`config.mk`:
```
export PLATFORM = sky130hd
export DESIGN_NAME = pwm_reload_ctrl
export DESIGN_NICKNAME = d
export VERILOG_FILES = /design/src/rtl/pwm_reload_pkg.sv /design/src/rtl/pwm_reload_gen.sv /design/src/rtl/pwm_reload_regs.sv /design/src/rtl/pwm_reload_ctrl.sv
export SDC_FILE = /design/constraint.sdc
export NUM_CORES = 1
export LEC_CHECK = 0
export BUFFER_PORTS_ARGS = -buffer_cell sky130_fd_sc_hd__buf_2
export CAP_MARGIN = 40
export CORE_MARGIN = 2
export CORE_UTILIZATION = 32
export DETAILED_ROUTE_END_ITERATION = 12
export PLACE_DENSITY = 0.52
export SETUP_SLACK_MARGIN = 0.5
export SLEW_MARGIN = 30
export SYNTH_ARGS = -nofsm -noshare
export SYNTH_HDL_FRONTEND = slang
export SYNTH_HIERARCHICAL = 1
export SYNTH_SLANG_ARGS = --single-unit
export TNS_END_PERCENT = 10
```
`constraint.sdc`:
```
create_clock -name clk -period 3.8 [get_ports clk]
set_input_delay 0.19 -clock clk [delete_from_list [all_inputs] [get_ports clk]]
set_output_delay 0.19 -clock clk [all_outputs]
set_load 0.1 [all_outputs]
```
`src/rtl/pwm_reload_pkg.sv`:
```
package pwm_reload_pkg;
  localparam int NGRP   = 3;
  localparam int NCH    = 2 * NGRP;
  localparam int DATA_W = 16;
  localparam int ADDR_W = 4;

  // register addresses
  localparam int A_CTRL = 0;
  localparam int A_STAT = 1;
  localparam int A_OVR  = 2;
  localparam int A_PSC  = 3;
  localparam int A_MOD0 = 4;
  localparam int A_WID0 = 8;

  // CTRL field layout: one nibble per group, grouping bit on top
  localparam int CTRL_STRIDE = 4;
  localparam int BIT_RUN     = 0;
  localparam int BIT_ARM     = 1;
  localparam int BIT_RIE     = 2;
  localparam int BIT_PAIR    = 15;
  localparam int OVR_VAL_LSB = 8;
endpackage

```
`src/rtl/pwm_reload_gen.sv`:
```
module pwm_reload_gen
  import pwm_reload_pkg::*;
#(
  parameter int CNT_W = 8
) (
  input  logic                  clk,
  input  logic                  rst,
  input  logic                  run,
  input  logic                  arm,
  input  logic [1:0]            psc_sh,
  input  logic [CNT_W-1:0]      mod_sh,
  input  logic [1:0][CNT_W-1:0] wid_sh,
  output logic                  load,
  output logic                  reload,
  output logic [1:0]            out_raw
);
  logic                  run_q;
  logic [1:0]            psc_act;
  logic [CNT_W-1:0]      mod_act;
  logic [1:0][CNT_W-1:0] wid_act;
  logic [CNT_W-1:0]      cnt;
  logic [2:0]            pre_cnt;
  logic [2:0]            pre_lim;
  logic                  start, tick, at_end;

  assign start   = run & ~run_q;
  assign pre_lim = 3'((4'd1 << psc_act) - 4'd1);
  assign tick    = (pre_cnt == pre_lim);
  assign at_end  = ({1'b0, cnt} + 1'b1) >= {1'b0, mod_act};
  assign reload  = run & ~start & tick & at_end;
  assign load    = arm & (reload | start);

  always_ff @(posedge clk) begin
    if (rst) begin
      run_q   <= 1'b0;
      psc_act <= '0;
      mod_act <= '1;
      wid_act <= '0;
      cnt     <= '0;
      pre_cnt <= '0;
    end else begin
      run_q <= run;
      if (load) begin
        psc_act <= psc_sh;
        mod_act <= mod_sh;
        wid_act <= wid_sh;
      end
      if (!run || start) begin
        cnt     <= '0;
        pre_cnt <= '0;
      end else if (tick) begin
        pre_cnt <= '0;
        cnt     <= at_end ? '0 : cnt + 1'b1;
      end else begin
        pre_cnt <= pre_cnt + 1'b1;
      end
    end
  end

  for (genvar i = 0; i < 2; i++) begin : g_cmp
    assign out_raw[i] = run & (cnt < wid_act[i]);
  end


  act_hold_chk: assert property (@(posedge clk) disable iff (rst)
    !$past(load) |-> $stable(mod_act));


  cnt_range_chk: assert property (@(posedge clk) disable iff (rst)
    (run && mod_act != '0) |-> (cnt < mod_act));
endmodule

```
`src/rtl/pwm_reload_regs.sv`:
```
module pwm_reload_regs
  import pwm_reload_pkg::*;
#(
  parameter int CNT_W = 8
) (
  input  logic                          clk,
  input  logic                          rst,
  input  logic [ADDR_W-1:0]             bus_addr,
  input  logic                          bus_wr,
  input  logic                          bus_rd,
  input  logic [DATA_W-1:0]             bus_wdata,
  output logic [DATA_W-1:0]             bus_rdata,
  input  logic [NGRP-1:0]               load_q,
  input  logic [NGRP-1:0]               reload_q,
  output logic [NGRP-1:0]               run,
  output logic [NGRP-1:0]               arm,
  output logic                          pair,
  output logic [NGRP-1:0][1:0]          psc_sh,
  output logic [NGRP-1:0][CNT_W-1:0]    mod_sh,
  output logic [NCH-1:0][CNT_W-1:0]     wid_sh,
  output logic [NCH-1:0]                ovr_en,
  output logic [NCH-1:0]                ovr_val,
  output logic                          irq
);
  logic [NGRP-1:0]   rie, seen, flag;
  logic              ctrl_wr, ctrl_rd, stat_wr, ovr_wr, psc_wr;
  logic [DATA_W-1:0] rd_mux;

  assign ctrl_wr = bus_wr && bus_addr == ADDR_W'(A_CTRL);
  assign ctrl_rd = bus_rd && bus_addr == ADDR_W'(A_CTRL);
  assign stat_wr = bus_wr && bus_addr == ADDR_W'(A_STAT);
  assign ovr_wr  = bus_wr && bus_addr == ADDR_W'(A_OVR);
  assign psc_wr  = bus_wr && bus_addr == ADDR_W'(A_PSC);

  always_comb begin
    rd_mux = '0;
    if (bus_addr == ADDR_W'(A_CTRL)) begin
      for (int g = 0; g < NGRP; g++) begin
        rd_mux[g*CTRL_STRIDE+BIT_RUN] = run[g];
        rd_mux[g*CTRL_STRIDE+BIT_ARM] = arm[g];
        rd_mux[g*CTRL_STRIDE+BIT_RIE] = rie[g];
      end
      rd_mux[BIT_PAIR] = pair;
    end
    if (bus_addr == ADDR_W'(A_STAT)) rd_mux[NGRP-1:0] = flag;
    if (bus_addr == ADDR_W'(A_OVR)) begin
      rd_mux[NCH-1:0]                     = ovr_en;
      rd_mux[OVR_VAL_LSB +: NCH]          = ovr_val;
    end
    if (bus_addr == ADDR_W'(A_PSC)) rd_mux[2*NGRP-1:0] = psc_sh;
    for (int g = 0; g < NGRP; g++)
      if (bus_addr == ADDR_W'(A_MOD0 + g)) rd_mux[CNT_W-1:0] = mod_sh[g];
    for (int i = 0; i < NCH; i++)
      if (bus_addr == ADDR_W'(A_WID0 + i)) rd_mux[CNT_W-1:0] = wid_sh[i];
  end

  always_ff @(posedge clk) begin
    if (rst) begin
      run <= '0; arm <= '0; rie <= '0; seen <= '0; flag <= '0;
      pair <= 1'b0; psc_sh <= '0; mod_sh <= '0; wid_sh <= '0;
      ovr_en <= '0; ovr_val <= '0; irq <= 1'b0; bus_rdata <= '0;
    end else begin
      for (int g = 0; g < NGRP; g++) begin
        if (ctrl_wr) begin
          run[g] <= bus_wdata[g*CTRL_STRIDE+BIT_RUN];
          rie[g] <= bus_wdata[g*CTRL_STRIDE+BIT_RIE];
          arm[g] <= bus_wdata[g*CTRL_STRIDE+BIT_ARM] & (seen[g] | (arm[g] & ~load_q[g]));
        end else if (load_q[g]) begin
          arm[g] <= 1'b0;
        end
        if (ctrl_rd)      seen[g] <= ~arm[g];
        else if (ctrl_wr) seen[g] <= 1'b0;
        if (reload_q[g])                    flag[g] <= 1'b1;
        else if (stat_wr && bus_wdata[g])   flag[g] <= 1'b0;
        if (psc_wr) psc_sh[g] <= bus_wdata[2*g +: 2];
        if (bus_wr && bus_addr == ADDR_W'(A_MOD0 + g)) mod_sh[g] <= bus_wdata[CNT_W-1:0];
      end
      for (int i = 0; i < NCH; i++)
        if (bus_wr && bus_addr == ADDR_W'(A_WID0 + i)) wid_sh[i] <= bus_wdata[CNT_W-1:0];
      if (ctrl_wr) pair <= bus_wdata[BIT_PAIR];
      if (ovr_wr) begin
        ovr_en  <= bus_wdata[NCH-1:0];
        ovr_val <= bus_wdata[OVR_VAL_LSB +: NCH];
      end
      irq <= |(flag & rie);
      if (bus_rd) bus_rdata <= rd_mux;
    end
  end

  for (genvar g = 0; g < NGRP; g++) begin : g_chk

    arm_set_chk: assert property (@(posedge clk) disable iff (rst)
      $rose(arm[g]) |-> $past(ctrl_wr && seen[g]));

    flag_clr_chk: assert property (@(posedge clk) disable iff (rst)
      $past(stat_wr && bus_wdata[g] && !reload_q[g]) |-> !flag[g]);
  end
endmodule

```
`src/rtl/pwm_reload_ctrl.sv`:
```
module pwm_reload_ctrl
  import pwm_reload_pkg::*;
#(
  parameter int CNT_W = 8
) (
  input  logic              clk,
  input  logic              rst,
  input  logic [3:0]        bus_addr,
  input  logic              bus_wr,
  input  logic              bus_rd,
  input  logic [15:0]       bus_wdata,
  output logic [15:0]       bus_rdata,
  output logic [5:0]        pwm_out,
  output logic              irq
);
  logic [NGRP-1:0]            run, arm, run_e, arm_e, own, load, reload;
  logic                       pair;
  logic [NGRP-1:0][1:0]       psc_sh;
  logic [NGRP-1:0][CNT_W-1:0] mod_sh;
  logic [NCH-1:0][CNT_W-1:0]  wid_sh;
  logic [NCH-1:0]             ovr_en, ovr_val, raw;

  pwm_reload_regs #(.CNT_W(CNT_W)) u_regs (
    .clk(clk), .rst(rst),
    .bus_addr(bus_addr), .bus_wr(bus_wr), .bus_rd(bus_rd),
    .bus_wdata(bus_wdata), .bus_rdata(bus_rdata),
    .load_q(load & own), .reload_q(reload & own),
    .run(run), .arm(arm), .pair(pair),
    .psc_sh(psc_sh), .mod_sh(mod_sh), .wid_sh(wid_sh),
    .ovr_en(ovr_en), .ovr_val(ovr_val), .irq(irq)
  );

  for (genvar g = 0; g < NGRP; g++) begin : g_gen
    logic [1:0]       psc_e;
    logic [CNT_W-1:0] mod_e;
    assign own[g]   = pair | (g == 0);
    assign run_e[g] = pair ? run[g] : run[0];
    assign arm_e[g] = pair ? arm[g] : arm[0];
    assign psc_e    = pair ? psc_sh[g] : psc_sh[0];
    assign mod_e    = pair ? mod_sh[g] : mod_sh[0];

    pwm_reload_gen #(.CNT_W(CNT_W)) u_gen (
      .clk(clk), .rst(rst),
      .run(run_e[g]), .arm(arm_e[g]),
      .psc_sh(psc_e), .mod_sh(mod_e), .wid_sh(wid_sh[2*g +: 2]),
      .load(load[g]), .reload(reload[g]),
      .out_raw(raw[2*g +: 2])
    );
  end

  always_ff @(posedge clk) begin
    if (rst) pwm_out <= '0;
    else
      for (int i = 0; i < NCH; i++)
        pwm_out[i] <= ovr_en[i] ? ovr_val[i] : raw[i];
  end

  for (genvar i = 0; i < NCH; i++) begin : g_idle

    out_idle_chk: assert property (@(posedge clk) disable iff (rst)
      $past(!run_e[i/2] && !ovr_en[i]) |-> !pwm_out[i]);
  end
endmodule

```
# Yosys cells after proc, flatten, opt, wreduce, memory -nomap -nowiden
# Index checks and enable logic that the tools add are counted.
# totals
inputBits	24
register_bits	242
# op_classes
magnitude_cmp	9
muxes	50
shifts	3
n_bitwise	48
add_sub_neg	12
n_eq_ne	15
reduce_logical	38
# ops
cell	n
$mux W8	14
$lt A8 B8 Y1	6
$add A8 B1 Y9 const B	3
$and A1 B1 Y1	27
$ge A9 B8 Y1	3
$mux W1	27
$add A8 B1 Y8 const B	3
$eq A4 B4 Y1 const B	6
$mux W6	3
$logic_and A1 B1 Y1	17
$reduce_bool A2 Y1	7
$eq A4 B3 Y1 const B	3
$mux W3	4
$not A1 Y1	12
$reduce_or A3 Y1	4
$add A3 B1 Y3 const B	3
$and A3 B3 Y3	3
$eq A3 B3 Y1	3
$shl A1 B2 Y3 const A	3
$sub A3 B1 Y3 const B	3
$eq A4 B2 Y1 const B	2
$or A1 B1 Y1	6
$reduce_or A2 Y1	3
$eq A4 B1 Y1 const B	1
4 further kinds	9

# Depth between registers and ports, before layout
# Gate-level depths: netlist (run 1).
# depth
depth_word	14
ltp_mapped	17

# Modules after synthesis
# The synthesis (run 1) kept the hierarchy.
# by_module_without_submodules
module	cells_per_inst	instances	area_per_inst_um2
pwm_reload_gen	265	3	2361.0
pwm_reload_regs	685	1	5561.6
pwm_reload_ctrl	86	1	503.0

# Worst setup path after synthesis (run 1)
# No wires, ideal clock.
# synth_timing
path_kind	register to register
startpoint	reg g_gen[1].u_gen.cnt[0]
endpoint	reg u_regs.arm[1]
arrival_time_ns	2.763
period_less_slack_ns	2.841
t_required_ns	3.722
setup_time_ns	0.078
n_path_buf	2
path_stages_with_launch	18
slack_ns	0.959
path_cell_list	dfxtp_1 ha_1 nand3_1 nor2_1 nand2_1 xnor2_1 ha_1 o21a_1 o22ai_1 nor3_2 nor3_4 o22ai_2 buf_6 buf_12 and2_1 nor2b_1 a21oi_1 nor3_1
# synth_via
elab_chain_cells	11
# synth_lines
element	line_no	text
from (decl)	pwm_reload_gen.sv:21	logic [CNT_W-1:0] cnt;
from (signal assigned)	pwm_reload_gen.sv:53	cnt <= at_end ? '0 : cnt + 1'b1;
$add A8 B1 Y9 *	pwm_reload_gen.sv:29	assign at_end = ({1'b0, cnt} + 1'b1) >= {1'b0, mod_act};
$ge A9 B8 Y1 *	pwm_reload_gen.sv:29	
$and A1 B1 Y1 *	pwm_reload_gen.sv:30	assign reload = run & ~start & tick & at_end;
$or A1 B1 Y1 *	pwm_reload_gen.sv:31	assign load = arm & (reload | start);
$and A1 B1 Y1 *	pwm_reload_gen.sv:31	
via load[1]	pwm_reload_ctrl.sv:16	logic [NGRP-1:0] run, arm, run_e, arm_e, own, load, reload;
$and A3 B3 Y3 *	pwm_reload_ctrl.sv:27	.load_q(load & own), .reload_q(reload & own),
$not A1 Y1	pwm_reload_regs.sv:67	arm[g] <= bus_wdata[g*CTRL_STRIDE+BIT_ARM] & (seen[g] | (arm[g] & ~load_q[g]));
$and A1 B1 Y1	pwm_reload_regs.sv:67	
$or A1 B1 Y1	pwm_reload_regs.sv:67	
$and A1 B1 Y1	pwm_reload_regs.sv:67	
$mux W1	pwm_reload_regs.sv:64	if (ctrl_wr) begin
to (signal, indexed assignment)	pwm_reload_regs.sv:67	
to (decl)	pwm_reload_regs.sv:16	output logic [NGRP-1:0] arm,
# The timed path passes the listed nets; every way through them passes the cells marked *.
# A chain may end at the register's enable or synchronous reset.

# Worst setup path after layout (run 1)
# layout_timing
startpoint	reg g_gen[2].u_gen.cnt[0]
endpoint	reg u_regs.arm[2]
# layout_via
elab_chain_cells	11
# layout_lines
element	line_no
from (decl)	pwm_reload_gen.sv:21
from (signal assigned)	pwm_reload_gen.sv:53
$add A8 B1 Y9 *	pwm_reload_gen.sv:29
$ge A9 B8 Y1 *	pwm_reload_gen.sv:29
$and A1 B1 Y1 *	pwm_reload_gen.sv:30
$or A1 B1 Y1 *	pwm_reload_gen.sv:31
$and A1 B1 Y1 *	pwm_reload_gen.sv:31
via load[2]	pwm_reload_ctrl.sv:16
$and A3 B3 Y3 *	pwm_reload_ctrl.sv:27
$not A1 Y1	pwm_reload_regs.sv:67
$and A1 B1 Y1	pwm_reload_regs.sv:67
$or A1 B1 Y1	pwm_reload_regs.sv:67
$and A1 B1 Y1	pwm_reload_regs.sv:67
$mux W1	pwm_reload_regs.sv:64
# Marks and branches as above.

==> flow_metrics.tcl, run 1 <==
set metrics [dict create \
    status "completed" \
    start_util_pct 32.35 \
    hold_start "bus_wdata[7]" \
    antenna_found_initial 0 \
    async_flop_share_pct 0 \
    fin_skew_ps 10.22 \
    via_per_inst 5.033 \
    grt_pass1_vias 10200 \
    drcViolationCount 0 \
    irDropWorstVdd_v 0.0003169 \
    vias 10730 \
    cts.htree.levels 1 \
    rr_startpoint "g_gen[2].u_gen/cnt[0]" \
    drive_above_1_share_pct 10.38 \
    clk_pin_slew_ps 60 \
    synth_nets 1662 \
    first_pass_iters 6 \
    setup_violations 0 \
    power.switching_w 0.001427 \
    drt-initial-drc-count 911 \
    grt_max_degree 131 \
    synth.distinct_cells 71 \
    final_util_pct 36.39 \
    synth_cells 1566 \
    cts_max_path_buffers 3 \
    tightest_slew_ps 792.1 \
    avgSynthCellArea_um2 8.396 \
    cp_max_fo 6 \
    seq_power_share_pct 44.7 \
    portBuffers 44 \
    ioPinCount 47 \
    synth_edf_count 0 \
    fmax_mhz 323.0 \
    layout_setup_ws_ps 703.7 \
    p_int_w 0.004338 \
    tns_ps 0 \
    pwr-share-clk_pct 49.4 \
    cts_tree "done" \
    synth_seq_area_share_pct 36.85 \
    crit_start "g_gen[2].u_gen/cnt[0]" \
    die_w_um 206.7 \
    p_total_w 0.005765 \
    fin_crit_sh_pct 81.48 \
    relSlewSlack_pct 46.90 \
    dieArea_um2 42720 \
    hold_slack_ps 34.35 \
    crit_type "flip-flop to flip-flop" \
    leakagePower_nw 5.701 \
    drv_slew 0 \
    dpl.hpwl_um 26890 \
    syn-cell-area_um2 13150 \
    syn2layout_area_growth_pct 12.50 \
    max-cap-violations 0 \
    final_nets 1673 \
    yosys_warnings 6 \
    wl_um 38100 \
    critPathCaptureType "flip-flop" \
    swShare_pct 24.75 \
    clockRootBuffer "clkbuf_16" \
    die_h_um 206.7 \
    core_um2 40650 \
    hold_viol 0 \
    powerDensity_nw_per_um2 389.7 \
    pre_cts_slack_ps 563.8 \
    overflow 0 \
    track_usage_pct 17.96 \
    cts_buffers 29 \
    ant_nets 0 \
    hold_path_class "input pin to flip-flop" \
    synth-main-ff-cell "dfxtp_1" \
    rsz0062_at_grt "true" \
    min_period_ps 3096 \
    cp.arrival_ps 3580 \
    grt_pass1_wl_um 59570 \
    clock_latency_ps 570 \
    row_count 74 \
    required_ps 4290 \
    cts.sinks 242 \
    combPwrFrac_pct 5.9 \
    antennaDiodeCount 0 \
    place.gp.congestion 0.8698 \
    wl_per_cell_um 17.87 \
    synth_seq_cells 242 \
    worstSetupStartpointType "flip-flop" \
]
cells in the mapped netlist (all sizes together) (4+ instances only):
| master | instances | area share (%) |
|---|---|---|
| and2 | 5 | 0.24 |
| a22oi | 27 | 1.7 |
| a21o | 12 | 0.69 |
| nand2b | 139 | 6.8 |
| nor4 | 4 | 0.33 |
| o21ai | 68 | 2.6 |
| inv | 82 | 2.3 |
| nor2b | 17 | 0.81 |
| dfxtp | 242 | 37 |
| clkbuf | 55 | 1.6 |
| buf | 41 | 2.5 |
| a31o | 4 | 0.27 |
| mux2i | 138 | 11 |
| or2 | 12 | 0.57 |
| a211oi | 13 | 0.74 |
| mux2 | 4 | 0.34 |
| o21a | 6 | 0.34 |
| nor2 | 183 | 5.4 |
| a21oi | 96 | 3.7 |
| ha | 72 | 6.9 |
| a222oi | 4 | 0.30 |
| nand2 | 182 | 5.2 |
| nand3b | 6 | 0.34 |
| nor3 | 27 | 1.4 |
| nand3 | 32 | 1.3 |
| o211ai | 9 | 0.51 |
| xor2 | 6 | 0.40 |
| a2111oi | 6 | 0.84 |
| o32ai | 6 | 0.40 |
| and3 | 6 | 0.29 |
| xnor2 | 18 | 1.2 |
| o22ai | 12 | 0.71 |
layout make-up:
class / instances / area [um^2]
Clock buffer: 36 / 792.0
Clock inverter: 18 / 186.4
Fill cell: 4149 / 25850
Inverter: 83 / 311.5
Multi-Input combinational cell: 1145 / 7475
Sequential cell: 242 / 4845
Tap cell: 532 / 665.6
Timing Repair Buffer: 76 / 516.7
registers in the layout, indices dropped and copies added (netlist names):
signal and cells:
u_regs/run 3, u_regs/bus_rdata 15, u_regs/arm 3, u_regs/ovr_val 6
u_regs/mod_sh 24, u_regs/irq 1, g_gen.u_gen/mod_act 24, u_regs/seen 3
pwm_out 6, u_regs/ovr_en 6, u_regs/pair 1, g_gen.u_gen/cnt 24
g_gen.u_gen/wid_act 48, u_regs/rie 3, u_regs/flag 3, g_gen.u_gen/run_q 3
g_gen.u_gen/pre_cnt 9, u_regs/wid_sh 48, u_regs/psc_sh 6, g_gen.u_gen/psc_act 6
final timing paths:
| check | endpoint | cells after the start | slack [ps] |
|---|---|---|---|
| setup / recovery | u_regs/arm[2] | 15 | 700 |
| hold / removal | u_regs/wid_sh[31] | 3 | 30 |
| setup reg to reg | u_regs/arm[2] | 15 | 700 |
| hold reg to reg | g_gen[2].u_gen/pre_cnt[0] | 1 | 470 |
repair_timing:
item / 4_1_cts / 5_1_grt
endpoints found under the hold margin: 10 / 0
hold buffers: 7 / 0
setup buffers: 0 / 6
gates resized for setup: 0 / 4
setup endpoints to repair: 0 / 40
routing by layer:
metal	wire [um]	global-route usage (%)	up-vias
li1	-	-	5346
met1	17560	24.50	5047
met2	17410	29.09	281
met3	2109	2.826	57
met4	1020	5.648	0
met5	0	0	-
through the flow:
stage | cells | area [um^2]
after floorplan | 1566 | 13150
final | 2132 | 14790
after CTS | 2126 | 14740
after detailed placement | 2065 | 13690
after global routing | 2132 | 14790
after global placement | 2064 | 13690
power groups by stage:
stage,Combinational [W],Sequential [W],Clock [W]
floorplan,0.000205,0.00265,0
global placement,0.000324,0.00263,0
detailed placement,0.000328,0.00263,0
CTS,0.000334,0.00258,0.00293
global route,0.000362,0.00258,0.00304
finish,0.000338,0.00258,0.00285
cells by family after synthesis:
| kind of cell | count (synthesis) | share of synthesized area [%] |
|---|---|---|
| multiplexers | 142 | 10.85 |
| AND/OR/NAND/NOR | 621 | 23.19 |
| flip-flops | 242 | 36.85 |
| other | 1 | 0.02852 |
| XOR/XNOR | 24 | 1.599 |
| adder cells (fa/ha/maj) | 72 | 6.852 |
| AO/OA/AOI/OAI | 285 | 14.16 |
| buffers and inverters | 179 | 6.471 |
placed cells by master (no fill, tap or decap), types with 13 or more instances in the layout:
| master | synthesis | final |
|---|---|---|
| a211oi_1 | 13 | 13 |
| a21oi_1 | 96 | 96 |
| a22oi_1 | 24 | 24 |
| buf_2 | 20 | 44 |
| buf_4 | 7 | 21 |
| clkbuf_16 | 0 | 29 |
| dfxtp_1 | 242 | 242 |
| ha_1 | 72 | 72 |
| inv_1 | 82 | 82 |
| mux2i_1 | 138 | 138 |
| nand2_1 | 180 | 180 |
| nand2b_1 | 136 | 136 |
| nand3_1 | 30 | 30 |
| nor2_1 | 179 | 179 |
| nor2b_1 | 17 | 17 |
| nor3_1 | 20 | 20 |
| o21ai_0 | 68 | 68 |
| xnor2_1 | 18 | 18 |
critical path, cell delays in order (launching register included):
cell     delay (ps)
dfxtp_1         450
ha_1            230
nand3_1         130
nor2_1          140
nand2_1         110
xnor2_1         170
ha_1            320
o21a_1          110
o22ai_1         150
nor3_2           90
nor3_4          340
o22ai_4         210
and2_1          210
nor2b_1         100
a21oi_1          50
nor3_1          190
(Power assumes the default switching activity.)
==> inputs of run 2 (changes only) <==
==> constraint.sdc (replaced) <==
create_clock -name clk -period 3.2 [get_ports clk]
set_input_delay 0.16 -clock clk [delete_from_list [all_inputs] [get_ports clk]]
set_output_delay 0.16 -clock clk [all_outputs]
set_load 0.1 [all_outputs]
==> run 2 against run 1 <==
  * Combinational power rose by 21%
  * Count of clock-buffer cells in the layout rose by 1
  * Die area unchanged
  * Hold slack worse by 1.3 ps
  * Maximum frequency up 15%
  * Total power grew 19%
  * Sequential power is 18% higher
  * Routed wire length is 2.9% higher
  * Core utilization up 1.8 points
  * Clock power is 20% higher
  * Global-route usage increased by 0.17 points
  * Highest routed layer unchanged
==> flow_metrics.tcl, run 2 (same netlist as run 1, synthesis figures left out) <==
set metrics [dict create \
    status "completed" \
    final_nets 1722 \
    first_pass_iters 5 \
    crit_path_cell_trace "ha_4 -> nand3_4 -> nor2_4 -> nand2_2 -> xnor2_2 -> ha_1 -> o21a_1 -> o22ai_2 -> nor3_4 -> nor3_4 -> o22ai_4 -> buf_4 -> buf_8 -> mux2i_2" \
    track_usage_pct 18.13 \
    clk_pin_slew_ps 60 \
    min_period_ps 2698 \
    dpl.hpwl_um 27420 \
    setup_violations 0 \
    portBuffers 44 \
    crit_path_frequent_cell "nor3_4" \
    via_per_inst 5.085 \
    row_count 74 \
    irDropWorstVdd_v 0.0003561 \
    final_common_cell "dfxtp_1" \
    grt_pass1_wl_um 60310 \
    hold_path_class "input pin to flip-flop" \
    cts_buffers 28 \
    syn2layout_area_growth_pct 18.09 \
    critPathCaptureType "flip-flop" \
    tightest_slew_ps 731.3 \
    overflow 0 \
    max-cap-violations 0 \
    die_w_um 206.7 \
    dieArea_um2 42720 \
    ioPinCount 47 \
    cp.arrival_ps 3150 \
    hold_viol 0 \
    crit_type "flip-flop to flip-flop" \
    cp_max_fo 10 \
    rsz0062_at_grt "true" \
    grt_pass1_vias 10510 \
    final_cell_mix "dfxtp_1 (228), nand2_1 (177), nor2_1 (175)" \
    wl_um 39210 \
    drive_above_1_share_pct 15.18 \
    grt_max_degree 145 \
    leakagePower_nw 6.132 \
    drv_slew 0 \
    nFillCells 4148 \
    ant_nets 0 \
    relSlewSlack_pct 51.24 \
    hold_slack_ps 33.09 \
    worstSetupStartpointType "flip-flop" \
    cpPeakStageDelay_ps 380 \
    cts_max_path_buffers 3 \
    powerDensity_nw_per_um2 442.2 \
    cts.htree.levels 1 \
    wl_per_cell_um 17.98 \
    drcViolationCount 0 \
    drt-initial-drc-count 811 \
    start_util_pct 32.35 \
    fmax_mhz 370.7 \
    die_h_um 206.7 \
    core_um2 40650 \
    fin_skew_ps 21.21 \
    cts_tree "done" \
    required_ps 3650 \
    antenna_found_initial 3 \
    fin_crit_sh_pct 84.31 \
    top_regs "g_gen.u_gen/wid_act x48, u_regs/wid_sh x48" \
    place.gp.congestion 0.8598 \
    tns_ps 0 \
    clockRootBuffer "clkbuf_16" \
    vias 11090 \
    cts.sinks 242 \
    clock_latency_ps 570 \
    cp_slowest_cell "dfxtp_4" \
]
run 2: changes by cell type in the layout (fill, tap and decap cells not counted), sizes merged:
cell / before / now
dlygate4sd3: 7 / 9
buf: 68 / 116
clkinvlp: 4 / 1
clkbuf: 37 / 38
bufinv: 3 / 4
inv: 85 / 83
diode: 0 / 2
run 2: cell type report:
class | instances | area, um^2 | area share [%]
diodes | 2 | 5.005 | 0.03223
clock buffers | 37 | 785.8 | 5.061
clock inverters | 14 | 193.9 | 1.249
inverters | 83 | 311.5 | 2.007
multi-input cells | 1145 | 7725 | 49.75
flip-flops and latches | 242 | 4885 | 31.46
well taps | 532 | 665.6 | 4.287
repair buffers | 126 | 954.7 | 6.149
run 2: critical path: cells and delay by family, from the launching register on:
kind | cells | cell delay [ps]
adder cells (fa/ha/maj) | 2 | 490
AND/OR/NAND/NOR | 5 | 640
AO/OA/AOI/OAI | 3 | 450
flip-flops | 1 | 380
XOR/XNOR | 1 | 160
multiplexers | 1 | 150
buffers and inverters | 2 | 310
run 2: timing repair:
action                                 4_1_cts  5_1_grt
hold buffers                                 9        0
gates cloned                                 1        0
endpoints found under the hold margin       16        0
setup endpoints to repair                   87      104
pin swaps                                    6       34
buffers inserted                             9       30
resized for setup                            9       49
run 2: power by group:
| part | switching [W] | internal [W] | leakage, nW | total [W] |
|---|---|---|---|---|
| Combinational | 0.000289 | 0.000120 | 3.69 | 0.000408 |
| Sequential | 0.0000258 | 0.00303 | 1.96 | 0.00305 |
| Clock | 0.00135 | 0.00206 | 0.482 | 0.00341 |
run 2: path summary, 6_finish.rpt:
kind,from,to,slack [ps],cells past startpoint
setup / recovery,g_gen[2].u_gen/cnt[0],g_gen[2].u_gen/wid_act[10],500,14
hold / removal,rst,pwm_out[4],30,2
setup reg to reg,g_gen[2].u_gen/cnt[0],g_gen[2].u_gen/wid_act[10],500,14
hold reg to reg,g_gen[1].u_gen/pre_cnt[0],g_gen[1].u_gen/pre_cnt[0],470,1
run 2: per-stage QoR:
step	utilization (%)	cells	power, W	worst slack (ps)	instance area (um^2)
final	38.20	2181	0.006866	502.1	15530
after global routing	38.20	2181	0.007096	331.0	15530
after CTS	37.01	2148	0.006946	331.5	15040
after detailed placement	34.09	2078	0.003513	152.6	13860
after global placement	34.09	2078	0.003511	244.4	13860
after floorplan	-	1566	0.003391	473.7	13210
run 2: layer usage:
metal	vias to the layer above	part of all wire, %	track usage [%]
li1	5439	-	-
met4	0	2.1	5.623
met1	5289	46	24.97
met5	-	0	0
met2	310	46	29.26
met3	52	5.0	2.653
